File: config.mk
export PLATFORM = sky130hd
export DESIGN_NAME = fast_reset_a20
export DESIGN_NICKNAME = d
export VERILOG_FILES = /design/src/rtl/fra_pkg.sv /design/src/rtl/fra_regs.sv /design/src/rtl/fra_pulse_seq.sv /design/src/rtl/fra_out_merge.sv /design/src/rtl/fast_reset_a20.sv
export SDC_FILE = /design/constraint.sdc
export NUM_CORES = 1
export LEC_CHECK = 0
export ABC_AREA = 1
export BUFFER_PORTS_ARGS = -buffer_cell sky130_fd_sc_hd__buf_2
export CAP_MARGIN = 20
export CORE_MARGIN = 5
export CORE_UTILIZATION = 53
export CTS_CLUSTER_DIAMETER = 50
export DETAILED_ROUTE_END_ITERATION = 6
export PLACE_DENSITY = 0.86
export SETUP_SLACK_MARGIN = 0.1
export SYNTH_ARGS = -nofsm -noshare
export SYNTH_HDL_FRONTEND = slang
export SYNTH_SLANG_ARGS = --single-unit
File: constraint.sdc
create_clock -name clk -period 1.85 [get_ports clk]
set_clock_uncertainty 0.05 [all_clocks]
set_input_delay 0.0925 -clock clk [delete_from_list [all_inputs] [get_ports clk]]
set_output_delay 0.0925 -clock clk [all_outputs]
set_load 0.01 [all_outputs]
File: src/rtl/fra_pkg.sv
package fra_pkg;

  typedef enum logic [1:0] {
    SEQ_IDLE = 2'd0,
    SEQ_WAIT = 2'd1,
    SEQ_LOW  = 2'd2
  } seq_state_e;

  // Round a time in ns up to whole cycles of a clock given in MHz; never below 1.
  function automatic int ns_to_cyc(input int ns, input int mhz);
    int c;
    c = (ns * mhz + 999) / 1000;
    return (c < 1) ? 1 : c;
  endfunction

endpackage

File: src/rtl/fra_regs.sv
module fra_regs #(
  parameter int DW = 8
) (
  input  logic          clk,
  input  logic          rst_n,
  input  logic          port_en,
  input  logic          wr_valid,
  input  logic [1:0]    wr_bits,
  output logic          rst_bit,
  output logic          a20_bit,
  output logic          arm,
  output logic [DW-1:0] rd_data
);

  logic wr_acc;
  logic rst_bit_d, a20_bit_d;

  assign wr_acc = wr_valid & port_en;
  // A 0 -> 1 transition of the reset bit requests a new sequence.
  assign arm    = wr_acc & wr_bits[0] & ~rst_bit;

  always_comb begin
    rst_bit_d = rst_bit;
    a20_bit_d = a20_bit;
    if (wr_acc) begin
      rst_bit_d = wr_bits[0];
      a20_bit_d = wr_bits[1];
    end
  end

  always_ff @(posedge clk or negedge rst_n) begin
    if (!rst_n) begin
      rst_bit <= 1'b0;
      a20_bit <= 1'b0;
    end else if (wr_acc) begin
      rst_bit <= rst_bit_d;
      a20_bit <= a20_bit_d;
    end
  end

  always_comb begin
    rd_data = '0;
    if (port_en) begin
      rd_data[0] = rst_bit;
      rd_data[1] = a20_bit;
    end
  end

endmodule

File: src/rtl/fra_pulse_seq.sv
module fra_pulse_seq
  import fra_pkg::*;
#(
  parameter int D_CYC = 1,
  parameter int P_CYC = 1
) (
  input  logic clk,
  input  logic rst_n,
  input  logic arm,
  output logic alt_rst_n
);

  localparam int MAXC  = (D_CYC > P_CYC) ? D_CYC : P_CYC;
  localparam int CNT_W = (MAXC > 1) ? $clog2(MAXC) : 1;
  localparam logic [CNT_W-1:0] D_LAST = CNT_W'(D_CYC - 1);
  localparam logic [CNT_W-1:0] P_LAST = CNT_W'(P_CYC - 1);

  seq_state_e       st_q, st_d;
  logic [CNT_W-1:0] cnt_q, cnt_d;
  logic             low_d;

  always_comb begin
    st_d  = st_q;
    cnt_d = cnt_q;
    unique case (st_q)
      SEQ_IDLE: begin
        if (arm) begin
          st_d  = SEQ_WAIT;
          cnt_d = '0;
        end
      end
      SEQ_WAIT: begin
        if (cnt_q == D_LAST) begin
          st_d  = SEQ_LOW;
          cnt_d = '0;
        end else begin
          cnt_d = cnt_q + CNT_W'(1);
        end
      end
      SEQ_LOW: begin
        if (cnt_q == P_LAST) begin
          st_d  = SEQ_IDLE;
          cnt_d = '0;
        end else begin
          cnt_d = cnt_q + CNT_W'(1);
        end
      end
      default: begin
        st_d  = SEQ_IDLE;
        cnt_d = '0;
      end
    endcase
    low_d = (st_d == SEQ_LOW);
  end

  // The output is registered so that it cannot glitch.
  always_ff @(posedge clk or negedge rst_n) begin
    if (!rst_n) begin
      st_q      <= SEQ_IDLE;
      cnt_q     <= '0;
      alt_rst_n <= 1'b1;
    end else begin
      st_q      <= st_d;
      cnt_q     <= cnt_d;
      alt_rst_n <= ~low_d;
    end
  end

endmodule

File: src/rtl/fra_out_merge.sv
module fra_out_merge (
  input  logic alt_rst_n,
  input  logic kbd_rst_n,
  input  logic rst_pol,
  input  logic alt_a20,
  input  logic kbd_a20,
  output logic rst_out,
  output logic a20_out
);

  logic merged_n;

  assign merged_n = alt_rst_n & kbd_rst_n;
  assign rst_out  = rst_pol ? ~merged_n : merged_n;
  assign a20_out  = alt_a20 | kbd_a20;

endmodule

File: src/rtl/fast_reset_a20.sv
module fast_reset_a20
  import fra_pkg::*;
#(
  parameter int DW       = 8,
  parameter int CLK_MHZ  = 125,
  parameter int DELAY_NS = 14000,
  parameter int PULSE_NS = 6000
) (
  input  logic          clk,
  input  logic          rst_n,
  input  logic          port_en,
  input  logic          wr_valid,
  input  logic [DW-1:0] wr_data,
  output logic [DW-1:0] rd_data,
  input  logic          kbd_rst_n,
  input  logic          kbd_a20,
  input  logic          rst_pol,
  output logic          rst_out,
  output logic          a20_out
);

  localparam int D_CYC = ns_to_cyc(DELAY_NS, CLK_MHZ);
  localparam int P_CYC = ns_to_cyc(PULSE_NS, CLK_MHZ);

  logic rst_bit, a20_bit, arm, alt_rst_n;
  logic unused_wr_hi;

  assign unused_wr_hi = ^wr_data[DW-1:2];

  fra_regs #(.DW(DW)) u_regs (
    .clk     (clk),
    .rst_n   (rst_n),
    .port_en (port_en),
    .wr_valid(wr_valid),
    .wr_bits (wr_data[1:0]),
    .rst_bit (rst_bit),
    .a20_bit (a20_bit),
    .arm     (arm),
    .rd_data (rd_data)
  );

  fra_pulse_seq #(.D_CYC(D_CYC), .P_CYC(P_CYC)) u_seq (
    .clk      (clk),
    .rst_n    (rst_n),
    .arm      (arm),
    .alt_rst_n(alt_rst_n)
  );

  fra_out_merge u_merge (
    .alt_rst_n(alt_rst_n),
    .kbd_rst_n(kbd_rst_n),
    .rst_pol  (rst_pol),
    .alt_a20  (a20_bit),
    .kbd_a20  (kbd_a20),
    .rst_out  (rst_out),
    .a20_out  (a20_out)
  );

endmodule

==> qor.yml <==
status:
  outcome: "complete, no violations"
detailed_routing:
  drcViolationCount: 0
  vias: 1015
  drt_pre_antenna_iters: 4
  wl_per_cell_um: 11.56
  antenna_left: 0
  drt_iter0_drc: 27
  viasPerCell: 5.179
  drt_wl_total_um: 2266
power_and_ir_drop:
  switching_share_pct: 23.96
  ir_worst_vdd_uv: 380.8
  power_frac_clock_pct: 36.8
  power.switching_mw: 0.1567
  powerDensity_nw_per_um2: 504.1
  combPwrFrac_pct: 8.5
  power_frac_seq_pct: 54.7
  internal-power_mw: 0.4974
  power.total_mw: 0.6541
  p_leak_nw: 0.6843
cells_and_area:
  antenna_cells: 0
  multiInputGateArea_um2: 644.4
  layout_common_cells: "nand2_1 (39), inv_1 (23), dfrtp_1 (15)"
  utilization_pct: 59.80
  finalInstanceArea_um2: 1297
  final_common_cell: "nand2_1"
  drive_gt1_share_pct: 23.81
  regArea_um2: 401.6
  syn_to_final_growth_pct: 9.619
  finalNonFillerCells: 196
  nNetsFinal: 190
  fillers: 187
logic_synthesis:
  synth_warnings: 0
  synth-seq-cells: 16
  ys_types: 28
  syn_area_um2: 1184
  synth-seq-area-share_pct: 33.93
  synth_cells: 153
  synth_area_per_cell_um2: 7.736
critical_path:
  crit_type: "flop to flop"
  cp-end-kind: "flop"
  cp-start-kind: "flop"
  crit_required_ns: 2.03
  critPathMaxFanout: 21
  arrival_ns: 1.75
worst_hold_path:
  hold_path.class: "input pin to flop"
die:
  die_h_um: 57.26
  initial_core_util_pct: 54.56
  rows: 17
  die-width_um: 57.26
  core_um2: 2170
  die_area_um2: 3278
  num_io_pins: 25
clocking:
  cts_tree: "yes"
  root_buffer: "clkbuf_4"
  postCtsSetupRepairBufs: 0
  clock_latency_ns: 0.30
  cts_inserted_buffers: 3
  path_clk_slew_ns: 0.10
  htreeDepth: 1
  cts_buffer_depth: 2
  cts_sinks: 16
sta:
  worst_slack_ns: 0.2872
  setup_violations: 0
  period_needed_ns: 1.563
  max_freq_mhz: 639.9
  slew_violations: 0
  whs_ns: 0.02806
  rsz0062_at_grt: "false"
  hold_violations: 0
  setup_tns_ns: 0
  final.period_utilization_pct: 84.48
global_routing:
  grt_overflow: 0
  antenna_found_initial: 0
  grt_pass1_vias: 960
  grt.total_usage_pct: 15.75
  grt_start_max_net_pins: 22
  grt_pass1_wl_um: 4064
place:
  dp_hpwl_um: 1711
  place_ws_ns: 0.2412
  portBuffers: 12
  dp.cells: 189
  globalplace.congestion: 0.8989
  placed_area_um2: 1222
job:
  drv_cap: 0
-- critical path: stages (launching register included) --
cell and delay (ns):
dfrtp_1 0.39, inv_1 0.09, ha_1 0.29, nand2_8 0.20
inv_1 0.11, o21ai_0 0.17, nand2_1 0.08, a21oi_1 0.11
-- cell usage after synthesis, drive strengths merged --
cell,instances,area (µm²)
inv,24,90.08
nand2,47,216.5
xnor2,1,8.760
nor2,11,53.80
dfstp,1,26.28
xor2,2,17.52
nand4,5,31.28
conb,1,3.750
buf,9,75.07
nand3,12,72.57
ha,6,75.07
a21oi,10,72.57
dfrtp,15,375.4
o21ai,5,28.78
or2,1,6.260
o21bai,3,30.03
-- state kept, by name, summed over array words and instances, names as in the netlist --
signal,count
u_seq.cnt_q,11
u_regs.rst_bit,1
u_seq.alt_rst_n,1
u_seq.st_q,2
u_regs.a20_bit,1
-- what timing repair did --
action                     in CTS  in global routing
setup endpoints to repair       0                  1
gates resized for setup         0                  1
hold endpoints to repair       18                  0
hold buffers                    3                  0
-- routing by layer --
layer	vias to the layer above	wire (µm)	global-route usage (%)
met5	-	0	0
met4	0	82	9.603
met3	9	160	2.941
met2	42	1111	25.29
met1	473	913	19.47
li1	491	-	-
-- kinds of logic after synthesis --
group,Yosys count,synth area share [%]
other,1,0.3168
XOR/XNOR,3,2.220
buffers and inverters,33,13.95
flip-flops,16,33.93
AO/OA/AOI/OAI,18,11.10
adder cells (fa/ha/maj),6,6.342
AND/OR/NAND/NOR,76,32.13
-- path summary, 6_finish.rpt --
kind,startpoint,endpoint,slack (ns),cells past startpoint
worst max-delay path,u_seq.st_q[0],u_seq.cnt_q[6],0.29,7
worst min-delay path,wr_valid,u_regs.a20_bit,0.03,4
worst max register to register,u_seq.st_q[0],u_seq.cnt_q[6],0.29,7
worst min register to register,u_regs.a20_bit,u_regs.a20_bit,0.46,2
max in group asynchronous,rst_n,u_seq.alt_rst_n,1.26,2
min in group asynchronous,rst_n,u_seq.cnt_q[10],0.18,2
-- layout make-up --
cell class,instances,share of cell area (%)
inverter,24,6.943
tap,28,2.700
timing repair buffer,15,6.943
clock buffer,4,2.797
sequential,16,30.95
multi-input combinational,109,49.66
-- power by group through the flow --
| stage | registers [mW] | logic (mW) | clock network, mW |
|---|---|---|---|
| 2_1_floorplan | 0.364 | 0.0353 | 0 |
| 3_3_place_gp | 0.365 | 0.0489 | 0 |
| 3_5_place_dp | 0.365 | 0.0504 | 0 |
| 4_1_cts | 0.358 | 0.0553 | 0.249 |
| 5_1_grt | 0.359 | 0.0618 | 0.261 |
| 6_report | 0.358 | 0.0553 | 0.241 |
(Power assumes the default switching activity.)
